[config.mk]
export PLATFORM = sky130hd
export DESIGN_NAME = tod_counter
export DESIGN_NICKNAME = d
export VERILOG_FILES = /design/src/rtl/tod_pkg.sv /design/src/rtl/tod_core.sv /design/src/rtl/tod_snap.sv /design/src/rtl/tod_load.sv /design/src/rtl/tod_counter.sv
export SDC_FILE = /design/constraint.sdc
export NUM_CORES = 1
export LEC_CHECK = 0
export CAP_MARGIN = 30
export CORE_MARGIN = 10
export CORE_UTILIZATION = 25
export CTS_CLUSTER_SIZE = 12
export DETAILED_ROUTE_END_ITERATION = 8
export GPL_TIMING_DRIVEN = 0
export MAX_ROUTING_LAYER = met4
export PLACE_DENSITY = 0.46
export SYNTH_ARGS = -nofsm -noshare
export SYNTH_HDL_FRONTEND = slang
export SYNTH_HIERARCHICAL = 1
export SYNTH_SLANG_ARGS = --single-unit
export TNS_END_PERCENT = 100
[constraint.sdc]
create_clock -name clk -period 4.74 [get_ports clk]
set_input_delay 0.948 -clock clk [delete_from_list [all_inputs] [get_ports clk]]
set_output_delay 0.948 -clock clk [all_outputs]
set_load 0.05 [all_outputs]
[src/rtl/tod_pkg.sv]
package tod_pkg;
  localparam int WORD_W  = 16;
  localparam int SEC_W   = 3;
  localparam int WORDS   = 5;
  localparam int IDX_W   = $clog2(WORDS);
  localparam int FIELD_W = 32;

  typedef enum logic [IDX_W-1:0] {
    W_PAD0 = 3'd0,
    W_PAD1 = 3'd1,
    W_SEC  = 3'd2,
    W_NSHI = 3'd3,
    W_NSLO = 3'd4
  } word_e;

  function automatic word_e next_word(word_e cur);
    case (cur)
      W_PAD0:  return W_PAD1;
      W_PAD1:  return W_SEC;
      W_SEC:   return W_NSHI;
      W_NSHI:  return W_NSLO;
      default: return W_PAD0;
    endcase
  endfunction
endpackage

[src/rtl/tod_core.sv]
module tod_core
  import tod_pkg::*;
#(
  parameter int NS_PER_SEC = 1_000_000_000,
  parameter int INC_W      = 8,
  parameter int NS_W       = 30
) (
  input  logic                    clk,
  input  logic                    rst_n,
  input  logic signed [INC_W-1:0] inc_i,
  input  logic                    ld_i,
  input  logic [NS_W-1:0]         ld_ns_i,
  input  logic [SEC_W-1:0]        ld_sec_i,
  output logic [NS_W-1:0]         ns_o,
  output logic [SEC_W-1:0]        sec_o
);
  localparam int SUM_W = ((NS_W > INC_W) ? NS_W : INC_W) + 2;
  localparam logic [SUM_W-1:0] LIM = SUM_W'(NS_PER_SEC);

  logic [NS_W-1:0]         ns_q, ns_d;
  logic [SEC_W-1:0]        sec_q, sec_d;
  logic signed [SUM_W-1:0] sum_s;
  logic [SUM_W-1:0]        sum_u;
  logic                    under, over;

  always_comb begin
    sum_s = $signed({{(SUM_W-NS_W){1'b0}}, ns_q}) + SUM_W'(inc_i);
    sum_u = sum_s;
    under = sum_s[SUM_W-1];
    over  = !under && (sum_u >= LIM);
    ns_d  = NS_W'(sum_u);
    sec_d = sec_q;
    if (ld_i) begin
      ns_d  = ld_ns_i;
      sec_d = ld_sec_i;
    end else if (under) begin
      ns_d  = NS_W'(sum_u + LIM);
      sec_d = SEC_W'(sec_q - 1'b1);
    end else if (over) begin
      ns_d  = NS_W'(sum_u - LIM);
      sec_d = SEC_W'(sec_q + 1'b1);
    end
  end

  always_ff @(posedge clk or negedge rst_n) begin
    if (!rst_n) begin
      ns_q  <= '0;
      sec_q <= '0;
    end else begin
      ns_q  <= ns_d;
      sec_q <= sec_d;
    end
  end

  assign ns_o  = ns_q;
  assign sec_o = sec_q;
endmodule

[src/rtl/tod_snap.sv]
module tod_snap
  import tod_pkg::*;
#(
  parameter int NS_W = 30
) (
  input  logic              clk,
  input  logic              rst_n,
  input  logic              take_i,
  input  logic              adv_i,
  input  logic [NS_W-1:0]   ns_i,
  input  logic [SEC_W-1:0]  sec_i,
  output logic [WORD_W-1:0] word_o
);
  logic [NS_W-1:0]    hold_ns_q, hold_ns_d;
  logic [SEC_W-1:0]   hold_sec_q, hold_sec_d;
  word_e              idx_q, idx_d;
  logic               hold_en, idx_en;
  logic [FIELD_W-1:0] ns_wide;

  generate
    if (NS_W < FIELD_W) begin : g_pad
      assign ns_wide = {{(FIELD_W-NS_W){1'b0}}, hold_ns_q};
    end else begin : g_full
      assign ns_wide = hold_ns_q[FIELD_W-1:0];
    end
  endgenerate

  always_comb begin
    hold_en    = take_i;
    idx_en     = take_i || adv_i;
    hold_ns_d  = ns_i;
    hold_sec_d = sec_i;
    idx_d      = take_i ? W_PAD0 : next_word(idx_q);
  end

  always_ff @(posedge clk or negedge rst_n) begin
    if (!rst_n) begin
      hold_ns_q  <= '0;
      hold_sec_q <= '0;
    end else if (hold_en) begin
      hold_ns_q  <= hold_ns_d;
      hold_sec_q <= hold_sec_d;
    end
  end

  always_ff @(posedge clk or negedge rst_n) begin
    if (!rst_n)      idx_q <= W_PAD0;
    else if (idx_en) idx_q <= idx_d;
  end

  always_comb begin
    case (idx_q)
      W_SEC:   word_o = WORD_W'(hold_sec_q);
      W_NSHI:  word_o = ns_wide[FIELD_W-1:WORD_W];
      W_NSLO:  word_o = ns_wide[WORD_W-1:0];
      default: word_o = '0;
    endcase
  end
endmodule

[src/rtl/tod_load.sv]
module tod_load
  import tod_pkg::*;
#(
  parameter int NS_W = 30
) (
  input  logic              clk,
  input  logic              rst_n,
  input  logic              wr_i,
  input  logic [WORD_W-1:0] data_i,
  output logic              ld_o,
  output logic [NS_W-1:0]   ld_ns_o,
  output logic [SEC_W-1:0]  ld_sec_o
);
  word_e              idx_q;
  logic [SEC_W-1:0]   sec_q;
  logic [WORD_W-1:0]  hi_q;
  logic               sec_en, hi_en;
  logic [FIELD_W-1:0] full;

  always_comb begin
    sec_en = wr_i && (idx_q == W_SEC);
    hi_en  = wr_i && (idx_q == W_NSHI);
    ld_o   = wr_i && (idx_q == W_NSLO);
    full   = {hi_q, data_i};
  end

  generate
    if (NS_W < FIELD_W) begin : g_trunc
      assign ld_ns_o = full[NS_W-1:0];
    end else begin : g_wide
      assign ld_ns_o = NS_W'(full);
    end
  endgenerate

  assign ld_sec_o = sec_q;

  always_ff @(posedge clk or negedge rst_n) begin
    if (!rst_n)    idx_q <= W_PAD0;
    else if (wr_i) idx_q <= next_word(idx_q);
  end

  always_ff @(posedge clk or negedge rst_n) begin
    if (!rst_n)      sec_q <= '0;
    else if (sec_en) sec_q <= data_i[SEC_W-1:0];
  end

  always_ff @(posedge clk or negedge rst_n) begin
    if (!rst_n)     hi_q <= '0;
    else if (hi_en) hi_q <= data_i;
  end
endmodule

[src/rtl/tod_counter.sv]
module tod_counter
  import tod_pkg::*;
#(
  parameter int NS_PER_SEC = 1_000_000_000,
  parameter int INC_W      = 8,
  localparam int NS_W      = $clog2(NS_PER_SEC)
) (
  input  logic                    clk,
  input  logic                    rst_n,
  input  logic signed [INC_W-1:0] inc_ns,
  input  logic                    cmd_wr,
  input  logic                    cmd_snap,
  input  logic                    snap_rd,
  output logic [WORD_W-1:0]       snap_data,
  input  logic                    tw_wr,
  input  logic [WORD_W-1:0]       tw_data,
  output logic [NS_W-1:0]         tod_ns,
  output logic [SEC_W-1:0]        tod_sec
);
  logic             take;
  logic             ld;
  logic [NS_W-1:0]  ld_ns;
  logic [SEC_W-1:0] ld_sec;

  assign take = cmd_wr && cmd_snap;

  tod_load #(.NS_W(NS_W)) u_load (
    .clk(clk), .rst_n(rst_n), .wr_i(tw_wr), .data_i(tw_data),
    .ld_o(ld), .ld_ns_o(ld_ns), .ld_sec_o(ld_sec)
  );

  tod_core #(.NS_PER_SEC(NS_PER_SEC), .INC_W(INC_W), .NS_W(NS_W)) u_core (
    .clk(clk), .rst_n(rst_n), .inc_i(inc_ns), .ld_i(ld),
    .ld_ns_i(ld_ns), .ld_sec_i(ld_sec), .ns_o(tod_ns), .sec_o(tod_sec)
  );

  tod_snap #(.NS_W(NS_W)) u_snap (
    .clk(clk), .rst_n(rst_n), .take_i(take), .adv_i(snap_rd),
    .ns_i(tod_ns), .sec_i(tod_sec), .word_o(snap_data)
  );
endmodule

# After elaboration in Yosys (flattened, before gate mapping)
# Cells that the tools add are included.
# word_totals
register_bits	89
input_bits	30
output_inout_bits	49
# op_classes
add_sub_neg	5
magnitude_cmp	1
eq_ne	8
mux	10
reduce_logical	10
# ops
op	count
2-to-1 mux 30 bit	3
case mux 16 bit (3 select lines)	1
adder 31 x 8 -> 32 bit	1
>= comparator 32 x 30 -> 1 bit, second input constant	1
adder 30 bit, second input constant	1
subtractor 30 bit, second input constant	1
case mux 3 bit (4 select lines)	2
== test 3 x 2 -> 1 bit, second input constant	4
2-to-1 mux 3 bit	4
== test 3 x 1 -> 1 bit, second input constant	2
== test 3 bit, second input constant	2
zero test 3 bit	2
logical AND 1 bit	5
adder 3 x 1 -> 3 bit, second input constant	1
nonzero test 3 bit	1
subtractor 3 x 1 -> 3 bit, second input constant	1
zero test 1 bit	1
logical OR 1 bit	1

# Longest topological paths before layout
# Gate-level depths: netlist (run 1).
# depth
ltp_word	6
mapped_depth	16
mapped_depth_nobuf	15

# Cells and area by module
# Netlist (run 1), hierarchy kept.
# modules_own_cells
module	n_inst	cells_per_inst	area_each_um2	seq_area_each_um2
tod_core	1	576	4490.6	825.8
tod_snap	1	109	1630.3	900.9
tod_load	1	65	955.9	500.5
tod_counter	1	1	6.3	0.0

# Least setup slack after synthesis (run 1)
# Ideal clock, no wire load.
# synth_path
path_type	in2reg
from	in inc_ns[0]
to	reg u_core.ns_q[23] (netlist: u_core/ns_o[23])
setup_time_ns	0.120
arrival_time_ns	4.271
slack_ns	0.350
cell_stages	15
path_cell_list	ha_1 -> fa_1 -> a211oi_2 -> o21ai_1 -> a2111o_1 -> and3_1 -> clkbuf_1 -> inv_1 -> ha_1 -> o211ai_1 -> a31o_2 -> a211oi_1 -> a211oi_1 -> or3_1 -> a31o_1
# synth_via
elab_chain_cells	6
# synth_lines
item	line_no	rtl
start, declared	tod_counter.sv:10	input logic signed [INC_W-1:0] inc_ns,
adder 31 x 8 -> 32 bit *	tod_core.sv:27	sum_s = $signed({{(SUM_W-NS_W){1'b0}}, ns_q}) + SUM_W'(inc_i);
>= comparator 32 x 30 -> 1 bit / zero test 1 bit (equally long branches)	tod_core.sv:30	over = !under && (sum_u >= LIM);
logical AND 1 bit	tod_core.sv:30	
2-to-1 mux 30 bit	tod_core.sv:39	end else if (over) begin
2-to-1 mux 30 bit *	tod_core.sv:36	end else if (under) begin
2-to-1 mux 30 bit *	tod_core.sv:33	if (ld_i) begin
net u_core.ns_d[23]	tod_core.sv:20	logic [NS_W-1:0] ns_q, ns_d;
end signal, assigned	tod_core.sv:50	ns_q <= ns_d;
end, declared	tod_core.sv:20	
# Mark *: on every way through the listed nets, which the timed path passes. The rest lies on a longest branch.
# A chain may end at the register's enable or synchronous reset.

# Worst setup path in the final report (run 1)
# layout_path
from	in inc_ns[6]
to	reg u_core.sec_q[2] (netlist: u_core/sec_o[2])
# layout_via
elab_chain_cells	4
# layout_lines
item	line_no	rtl
adder 31 x 8 -> 32 bit *	tod_core.sv:27	
>= comparator 32 x 30 -> 1 bit / zero test 1 bit (equally long branches)	tod_core.sv:30	
logical AND 1 bit	tod_core.sv:30	
nonzero test 3 bit (no line)	n/a	
end signal, assigned	tod_core.sv:48	sec_q <= '0;
end signal, assigned	tod_core.sv:51	sec_q <= sec_d;
end, declared	tod_core.sv:21	logic [SEC_W-1:0] sec_q, sec_d;
# Every way passes the cells marked *; elsewhere a longest branch is shown, timed or not.

==> flow_metrics.py, run 1 <==
metrics = {
    "clock_tree": {
        "clock-sinks": 89,
        "root_buffer": "clkbuf_16",
        "cts.clk_slew.worst_paths_ps": 60,
        "cts_tree": "built",
        "clock_latency_ps": 340,
        "htree_levels": 3,
        "numCtsBuffers": 9,
        "cts_max_path_buffers": 2,
    },
    "worst_setup_path": {
        "endpoint_kind": "register",
        "path_buf_inv": 5,
        "required_ps": 5000,
        "startpoint_type": "input port",
        "cp_cell_sequence": "clkdlybuf4s50_1 > ha_2 > a21oi_4 > o211ai_4 > a211oi_4 > buf_4 > nor4_4 > o311ai_2 > nand2_2 > xnor2_4 > inv_1 > buf_4 > buf_4 > fa_1 > xnor2_1 > or3_1 > a31oi_1",
        "crit_slowest_cell": "clkdlybuf4s50_1",
        "critPathKind": "in2reg",
        "crit_top_cell": "buf_4",
        "crit_family": "buffers and inverters",
        "slowest_delay_ps": 500,
        "critPathArrivalTime_ps": 4830,
        "cp_max_fo": 10,
    },
    "synthesis": {
        "yosys.cell_types.count": 93,
        "ys.flop_type": "dfrtp_1",
        "synth_seq_area_share_pct": 31.4,
        "yosysWarnings": 6,
        "ys_ff_latch": 89,
        "synth_cells": 751,
        "synth_edf_count": 0,
        "synthTopCellsByArea": "dfrtp_1, mux2_2, ha_1",
        "synth_area_um2": 7080,
        "synth.avg_cell_area_um2": 9.43,
        "synth_top_area_share_pct": 31.4,
        "synth_fp_nets": 816,
        "synthArstFlopShare_pct": 100,
        "yosysTopAreaCell": "dfrtp_1",
    },
    "sta": {
        "worstMarginPinSlew_ps": 752,
        "final_max_slew_viol_count": 0,
        "final.min_clock_period_ps": 4570,
        "hold_viol_final": 0,
        "slew_headroom_pct": 49.9,
        "fmax_mhz": 219,
        "worst_slack_ps": 172,
        "setup_viol": 0,
        "finalCritPeriodShare_pct": 96.4,
        "finClkSkew_ps": 7.96,
    },
    "place": {
        "gp_congestion": 0.928,
        "dpl.hpwl_um": 20100,
        "portBuffers": 76,
        "post-place-ws_ps": -1500,
    },
    "global_routing": {
        "grt_max_degree": 61,
        "grt_pass1_wl_um": 39400,
        "antenna_found_initial": 0,
        "grt_pass1_vias": 6444,
        "overflow": 0,
        "track_usage_pct": 14.5,
    },
    "floorplan": {
        "initial_utilization_pct": 25.4,
        "die_y_um": 188,
        "fp.dieArea_um2": 35500,
        "io-pin-count": 79,
        "core_area_um2": 27900,
        "rows": 61,
        "die_x_um": 188,
    },
    "drt": {
        "vias": 6447,
        "firstDrtPassIters": 5,
        "drt.antenna.violating_nets": 0,
        "drc": 0,
        "drt_iter0_markers": 571,
        "viasPerCell": 5.18,
        "routed_wirelength_um": 25800,
        "wl_per_cell_um": 20.7,
    },
    "layout": {
        "fin_nets": 926,
        "drive_above_1_share_pct": 24.9,
        "layout_common_cells": "dfrtp_1, clkdlybuf4s50_1, nand2_1",
        "antennaDiodeCount": 0,
        "fill_cells": 2884,
        "final_common_cell": "dfrtp_1",
        "area_delta_synth_final_pct": 29.9,
    },
    "run_status": {
        "status": "finished clean",
    },
    "run": {
        "cap_violations": 0,
    },
    "hold_path": {
        "hold_path_class": "reg2reg",
    },
}
## cells in the mapped netlist, drive strengths merged (5+ instances only)
master  count
o21ai      40
buf        39
a221oi      6
a211oi     14
mux2       52
and3        5
o211ai     17
inv        16
ha         33
clkbuf     15
nor3       18
a21oi      50
dfrtp      89
nand2      60
nand3      24
o21a        8
nand4      10
xor2       11
a22oi       6
a31oi       8
xnor2      26
nor4        5
o31ai       9
mux2i       9
a22o       11
nor2       46
nor3b       5
and2       14
a21o       14
## path summary, 6_finish.rpt
kind	start	endpoint	slack [ps]	cells past startpoint
worst max-delay path	inc_ns[6]	u_core/sec_o[2]	170	17
worst min-delay path	u_load/ld_sec_o[1]	u_core/sec_o[1]	480	2
worst max register to register	u_core/ns_o[0]	u_core/ns_o[13]	710	16
worst min register to register	u_load/ld_sec_o[1]	u_core/sec_o[1]	480	2
max in group asynchronous	rst_n	u_load/hi_q[0]	3510	2
min in group asynchronous	rst_n	u_snap/hold_ns_q[15]	560	1
## worst reg2reg max path, delay by kind of cell (launching register included)
family | cells | cell delay [ps]
adder cells (fa/ha/maj) | 2 | 630
buffers and inverters | 3 | 480
AO/OA/AOI/OAI | 8 | 1830
flip-flops | 1 | 420
AND/OR/NAND/NOR | 3 | 600
## cells by family (layout without fill, tap and decap cells)
group | count (synthesis) | after routing | synth area share [%]
buffers and inverters | 70 | 185 | 5.65
AOI/OAI and AO/OA | 234 | 234 | 24.2
DFF | 89 | 89 | 31.4
adders and majority gates | 35 | 35 | 6.39
and+or+nand+nor | 225 | 225 | 17.0
muxes | 61 | 61 | 10.0
xor gates and xnor gates | 37 | 37 | 5.26
## stage by stage
stage                     area, um2  instances  hold WS (ps)  TNS, ps  util, %
final                          9200       1244           476        0     33.0
after CTS                      8900       1229           484    -48.3     32.0
after global routing           9200       1244           515    -6.05     33.0
after global placement         8320       1205           466  -120920     29.9
after detailed placement       8370       1207           466   -22230     30.0
after floorplan                7080        751           443        0        -
## state kept, by name, indices dropped and copies added (netlist names)
signal / flops
u_snap/hold_sec_q: 3
u_load/ld_sec_o: 3
u_core/sec_o: 3
u_core/ns_o: 30
u_load/idx_q: 3
u_load/hi_q: 14
u_snap/hold_ns_q: 30
u_snap/idx_q: 3
## layer usage
layer | vias to the layer above | share of wire, % | GRT usage [%]
li1 | 3038 | - | -
met1 | 3190 | 48 | 19.6
met2 | 184 | 45 | 22.0
met3 | 35 | 4.7 | 2.12
met4 | 0 | 2.4 | 4.03
met5 | - | 0 | -
## area by class of cell
type	count	area (um2)	share of cell area, %
inverter	16	60.1	0.653
sequential	89	2230	24.2
timing repair buffer	101	986	10.7
tap	378	473	5.14
clock inverter	4	76.3	0.829
buffer	52	340	3.70
clock buffer	12	246	2.68
multi-input combinational	592	4790	52.1
## what timing repair did
| action | CTS | global route |
|---|---|---|
| gates resized for setup | 32 | 43 |
| hold buffers | 0 | 0 |
| endpoints found under the setup margin | 24 | 22 |
| buffers inserted | 7 | 16 |
| pin swaps | 10 | 19 |
| gates cloned | 0 | 0 |
Power of run 1 is left out: the tool's default activity adds up to more than one toggle a clock period on the data nets, which glitch-free logic cannot reach.
==> run 2: changes to the inputs <==
- ABC_AREA: not set -> 1
==> run 2 against run 1 <==
- final cell count is 38% higher
- critical path depth is 3 higher
- non-clock buffer count is 35 lower
- first-iteration DRC count is 13% lower
- worst setup slack better by 320 ps
- wire length is 11% higher
- design area is 1.6% higher
- critical path type unchanged
- largest cell class unchanged
- highest routed layer unchanged
==> flow_metrics.py, run 2 <==
metrics = {
    "synthesis": {
        "synth_edf_count": 0,
        "synth_seq_area_share_pct": 28.8,
        "ys_ff_latch": 89,
        "yosys.cell_types.count": 45,
        "synthArstFlopShare_pct": 100,
        "synth.most_common_cell": "nand2_1",
        "synth_fp_nets": 1297,
        "synthTopCellsByArea": "dfrtp_1, nand2_1, inv_1",
        "synth_cells": 1232,
        "yosysWarnings": 6,
        "synth_common_cells": "nand2_1, inv_1, nand3_1, dfrtp_1, nor2_1",
        "yosysTopAreaCell": "dfrtp_1",
        "synth_top_area_share_pct": 28.8,
        "synth.avg_cell_area_um2": 6.28,
        "ys.flop_type": "dfrtp_1",
        "synth_area_um2": 7730,
    },
    "run": {
        "cap_violations": 0,
    },
    "place": {
        "placed_cells": 1706,
        "gp_congestion": 0.923,
        "post-place-ws_ps": -510,
        "dpl.hpwl_um": 23800,
        "portBuffers": 76,
    },
    "layout": {
        "post-route-util_pct": 30.6,
        "multi_input_area_um2": 4610,
        "layout.cells.non_filler": 1722,
        "regArea_um2": 2230,
        "final_common_cell": "nand2_1",
        "area_delta_synth_final_pct": 21.0,
        "antennaDiodeCount": 0,
        "fill_cells": 3486,
        "fin_nets": 1386,
        "drive_above_1_share_pct": 11.2,
        "layout_common_cells": "nand2_1, inv_1, nand3_1",
    },
    "sta": {
        "fmax_mhz": 235,
        "holdWs_ps": 474,
        "worstMarginPinSlew_ps": 596,
        "hold_viol_final": 0,
        "finalCritPeriodShare_pct": 89.7,
        "rsz0062_at_grt": "no",
        "worst_slack_ps": 490,
        "final_max_slew_viol_count": 0,
        "slew_headroom_pct": 60.3,
        "setup_viol": 0,
        "final.min_clock_period_ps": 4250,
        "finClkSkew_ps": 13.7,
    },
    "drt": {
        "drt_iter0_markers": 497,
        "wl_per_cell_um": 16.6,
        "drc": 0,
        "firstDrtPassIters": 5,
        "drt.antenna.violating_nets": 0,
        "viasPerCell": 4.54,
        "routed_wirelength_um": 28500,
        "vias": 7815,
    },
    "worst_setup_path": {
        "startpoint_type": "input port",
        "critPathArrivalTime_ps": 4530,
        "cp_max_fo": 10,
        "r2r_setup_slack_ps": 1100,
        "required_ps": 5020,
        "r2r_cells": 19,
        "r2r_end": "u_core/ns_o[21]",
        "r2r_start": "u_core/ns_o[0]",
        "startpoint": "inc_ns[0]",
        "endpoint_kind": "register",
        "critPathKind": "in2reg",
    },
    "floorplan": {
        "fp.dieArea_um2": 38400,
        "die_y_um": 196,
        "io-pin-count": 79,
        "die_x_um": 196,
        "core_area_um2": 30600,
        "rows": 64,
        "initial_utilization_pct": 25.3,
    },
    "clock_tree": {
        "clock-sinks": 89,
        "clock_latency_ps": 360,
        "htree_levels": 3,
        "cts_max_path_buffers": 2,
        "cts_tree": "built",
        "hold_buffers": 0,
        "numCtsBuffers": 9,
        "cts.clk_slew.worst_paths_ps": 70,
        "root_buffer": "clkbuf_16",
    },
    "power": {
        "power_uw": 7900,
        "leakage_uw": 0.00491,
        "power_density_nw_per_um2": 845,
        "peakVddDrop_mv": 0.207,
    },
    "global_routing": {
        "overflow": 0,
        "track_usage_pct": 15.1,
        "grt_pass1_wl_um": 44200,
        "grt_pass1_vias": 7543,
        "antenna_found_initial": 1,
        "grt_max_degree": 65,
    },
    "hold_path": {
        "hold_depth": 2,
        "hold_path_class": "reg2reg",
        "hold_end": "u_snap/hold_ns_q[29]",
        "min_from": "u_snap/hold_ns_q[29]",
    },
    "run_status": {
        "status": "finished clean",
    },
}
-- run 2: changes by cell type after synthesis, sizes merged, moves of 11 or more --
| cell | before | now |
|---|---|---|
| xnor2 | 26 | 5 |
| nand2 | 60 | 554 |
| and2 | 14 | 1 |
| nor2 | 46 | 87 |
| a21oi | 50 | 30 |
| a21o | 14 | 0 |
| a211oi | 14 | 1 |
| a22o | 11 | 0 |
| inv | 16 | 161 |
| mux2 | 52 | 0 |
| o211ai | 17 | 2 |
| nand3 | 24 | 128 |
-- run 2: logic make-up (layout without fill, tap and decap cells) --
logic type                 after synthesis  in the layout  share of synthesized area (%)
AOI/OAI and AO/OA                       89             89                           6.76
adders and majority gates               35             35                           5.86
xor gates and xnor gates                 8              8                          0.906
DFF                                     89             89                           28.8
and+or+nand+nor                        806            806                           46.0
buffers and inverters                  205            299                           11.7
-- run 2: where the power goes --
part | switching (uW) | internal [uW]
Clock | 335 | 417
Sequential | 397 | 1110
Combinational | 3890 | 1740
-- run 2: worst max-delay path by stage --
| stage | endpoint | slack, ps | cells after the start |
|---|---|---|---|
| floorplan | u_core/sec_o[2] | 1150 | 18 |
| global placement | u_core/sec_o[2] | -1030 | 19 |
| detailed placement | u_core/sec_o[2] | -510 | 20 |
| CTS | u_core/sec_o[2] | 110 | 20 |
| global route | u_core/ns_o[21] | 210 | 19 |
| finish | u_core/ns_o[21] | 490 | 20 |
-- run 2: area by class of cell --
cell class,instances,share of cell area [%]
Sequential cell,89,23.8
Multi-Input combinational cell,938,49.3
Inverter,165,6.64
Timing Repair Buffer,78,8.72
Tap cell,396,5.30
Clock inverter,6,0.803
Buffer,40,3.02
Clock buffer,10,2.45
-- run 2: what timing repair did --
action                     in CTS  in global routing
setup buffers                   0                  0
setup endpoints to repair       1                  1
gates resized for setup         2                  3
-- run 2: worst max-delay path, stage by stage --
cell and delay (ps):
clkdlybuf4s50_1 400, ha_1 270, fa_1 460, nand3_1 120, nand3_1 140, nand2_1 90
nand2_1 120, nand2_1 170, nand3_1 150, a21oi_1 240, nand2_1 80, o21ai_1 170
a21boi_2 370, nand2_4 130, buf_12 170, nand3_2 60, nand2_1 50, nand2_1 50
nand3_1 160, nand2_1 170
-- run 2: metrics by stage --
step / setup TNS, ps / cell area, um2
floorplan: 0 / 7730
detailed placement: -1370 / 9040
CTS: 0 / 9350
global route: 0 / 9350
global placement: -99710 / 8990
finish: 0 / 9350
-- run 2: routing by layer --
layer  track usage [%]  part of all wire [%]  vias up
met5                 -                     0        -
met4              1.95                  0.74        0
met3              2.03                   3.4       17
met2              24.7                    47      142
met1              19.8                    49     3628
li1                  -                     -     4028
Power figures use the tool's default switching activity.
==> run 3: changes to the inputs <==
- CORE_ASPECT_RATIO: not set -> 0.8
==> run 3 against run 2 <==
- clock-buffer cell count down 1
- core utilization up 0.23 points
- total power up 2.3%
- first-iteration DRC count up 45%
- non-clock buffer count unchanged
- register-to-register slack worse by 160 ps
- design area up 0.31%
- worst setup slack worse by 190 ps
- clock skew down 6.1 ps
- sequential cell count unchanged
- critical endpoint is now u_core/ns_o[10]
- largest cell class unchanged
==> flow_metrics.py, run 3 (synthesized netlist as in run 2, its figures left out) <==
metrics = {
    "run_status": {
        "status": "finished clean",
    },
    "clock_tree": {
        "cts_tree": "built",
        "cts.clk_slew.worst_paths_ps": 70,
        "cts_max_path_buffers": 2,
        "clock_latency_ps": 350,
        "numCtsBuffers": 9,
        "root_buffer": "clkbuf_16",
        "htree_levels": 3,
        "clock-sinks": 89,
        "post-cts-setup-buffers": 0,
    },
    "worst_setup_path": {
        "crit_slowest_cell": "fa_1",
        "path_buf_inv": 2,
        "critPathArrivalTime_ps": 4620,
        "cp_cell_sequence": "clkdlybuf4s50_1 > ha_1 > fa_1 > nand3_1 > nand3_1 > nand2_1 > nand2_1 > nand2_1 > nand3_1 > a21oi_1 > nand2_1 > o21ai_1 > nand2_1 > nor2_2 > nand2_4 > nand2_4 > buf_6 > nand3_1 > a31oi_1",
        "slowest_delay_ps": 470,
        "crit_top_cell": "nand2_1",
        "startpoint_type": "input port",
        "required_ps": 4920,
        "crit_family": "simple AND/OR/NAND/NOR gates",
        "endpoint_kind": "register",
        "cp_max_fo": 10,
        "critPathKind": "in2reg",
    },
    "floorplan": {
        "die_x_um": 217,
        "initial_utilization_pct": 25.4,
        "core_area_um2": 30500,
        "io-pin-count": 79,
        "rows": 57,
        "fp.dieArea_um2": 38400,
        "die_y_um": 177,
    },
    "sta": {
        "slew_headroom_pct": 60.5,
        "final_max_slew_viol_count": 0,
        "finalCritPeriodShare_pct": 93.8,
        "hold_viol_final": 0,
        "worstMarginPinSlew_ps": 589,
        "setup_viol": 0,
        "fmax_mhz": 225,
        "finClkSkew_ps": 7.65,
        "final.min_clock_period_ps": 4440,
        "rsz0062_at_grt": "no",
    },
    "drt": {
        "viasPerCell": 4.62,
        "firstDrtPassIters": 5,
        "drc": 0,
        "vias": 8038,
        "routed_wirelength_um": 30000,
        "drt_iter0_markers": 719,
        "drt.antenna.violating_nets": 0,
        "wl_per_cell_um": 17.2,
    },
    "place": {
        "gp_congestion": 0.916,
        "placed_cells": 1723,
        "dpl.hpwl_um": 24700,
        "portBuffers": 76,
        "dpl_cell_area_um2": 9060,
    },
    "power": {
        "leakage_uw": 0.00492,
        "peakVddDrop_mv": 0.369,
        "power_density_nw_per_um2": 861,
    },
    "global_routing": {
        "grt_pass1_wl_um": 45100,
        "grt_pass1_vias": 7498,
        "antenna_found_initial": 0,
        "overflow": 0,
        "track_usage_pct": 15.8,
        "grt_max_degree": 52,
    },
    "layout": {
        "layout.cells.non_filler": 1740,
        "design_area_um2": 9380,
        "drive_above_1_share_pct": 11.3,
        "area_delta_synth_final_pct": 21.3,
        "fin_nets": 1386,
        "final_common_cell": "nand2_1",
        "layout_common_cells": "nand2_1, inv_1, nand3_1",
    },
    "hold_path": {
        "hold_path_class": "reg2reg",
    },
    "run": {
        "cap_violations": 0,
    },
}
run 3: layout make-up:
cell class              count  area, um2
clock buffers               9        225
multi-input cells         938       4600
fillers                  3459      21100
diodes                      1       2.50
well taps                 413        517
flip-flops and latches     89       2230
clock inverters             7       95.1
plain buffers              40        283
repair buffers             78        808
inverters                 165        621
run 3: tightest hold or removal path, stage by stage, from the launching register on:
cell	delay [ps]
dfrtp_1	350
nand2_1	50
nand2_1	40
run 3: worst paths after layout:
kind / start / endpoint / slack [ps] / depth (start not counted)
worst max-delay path: inc_ns[0] / u_core/ns_o[10] / 300 / 19
worst min-delay path: u_snap/hold_ns_q[25] / u_snap/hold_ns_q[25] / 470 / 2
worst max register to register: u_core/ns_o[0] / u_core/ns_o[10] / 940 / 18
worst min register to register: u_snap/hold_ns_q[25] / u_snap/hold_ns_q[25] / 470 / 2
max in group asynchronous: rst_n / u_core/ns_o[10] / 3500 / 2
min in group asynchronous: rst_n / u_load/idx_q[1] / 580 / 1
run 3: stage by stage:
stage | hold WS (ps) | setup WS [ps] | util, % | power [uW] | setup TNS (ps)
after floorplan | 442 | 1150 | - | 5340 | 0
after global routing | 502 | 95.7 | 30.8 | 8790 | 0
final | 471 | 296 | 30.8 | 8080 | 0
after global placement | 458 | -1190 | 29.6 | 7230 | -86120
after detailed placement | 459 | -768 | 29.8 | 7260 | -5470
after CTS | 476 | 124 | 30.8 | 8070 | 0
run 3: per-layer routing:
layer / vias to the layer above / track usage, % / wire, um
met3: 20 / 2.84 / 1680
met5: - / - / 0
met4: 0 / 2.47 / 387
met2: 208 / 22.0 / 12200
li1: 4026 / - / -
met1: 3784 / 23.4 / 15700
run 3: what timing repair did:
item	4_1_cts	5_1_grt
resized for setup	4	1
setup endpoints to repair	2	2
hold buffers	0	0
run 3: report_power, final:
group / leakage, uW / switching, uW / internal (uW)
Combinational: 0.00369 / 4020 / 1750
Sequential: 0.00107 / 423 / 1110
Clock: 0.000155 / 313 / 462
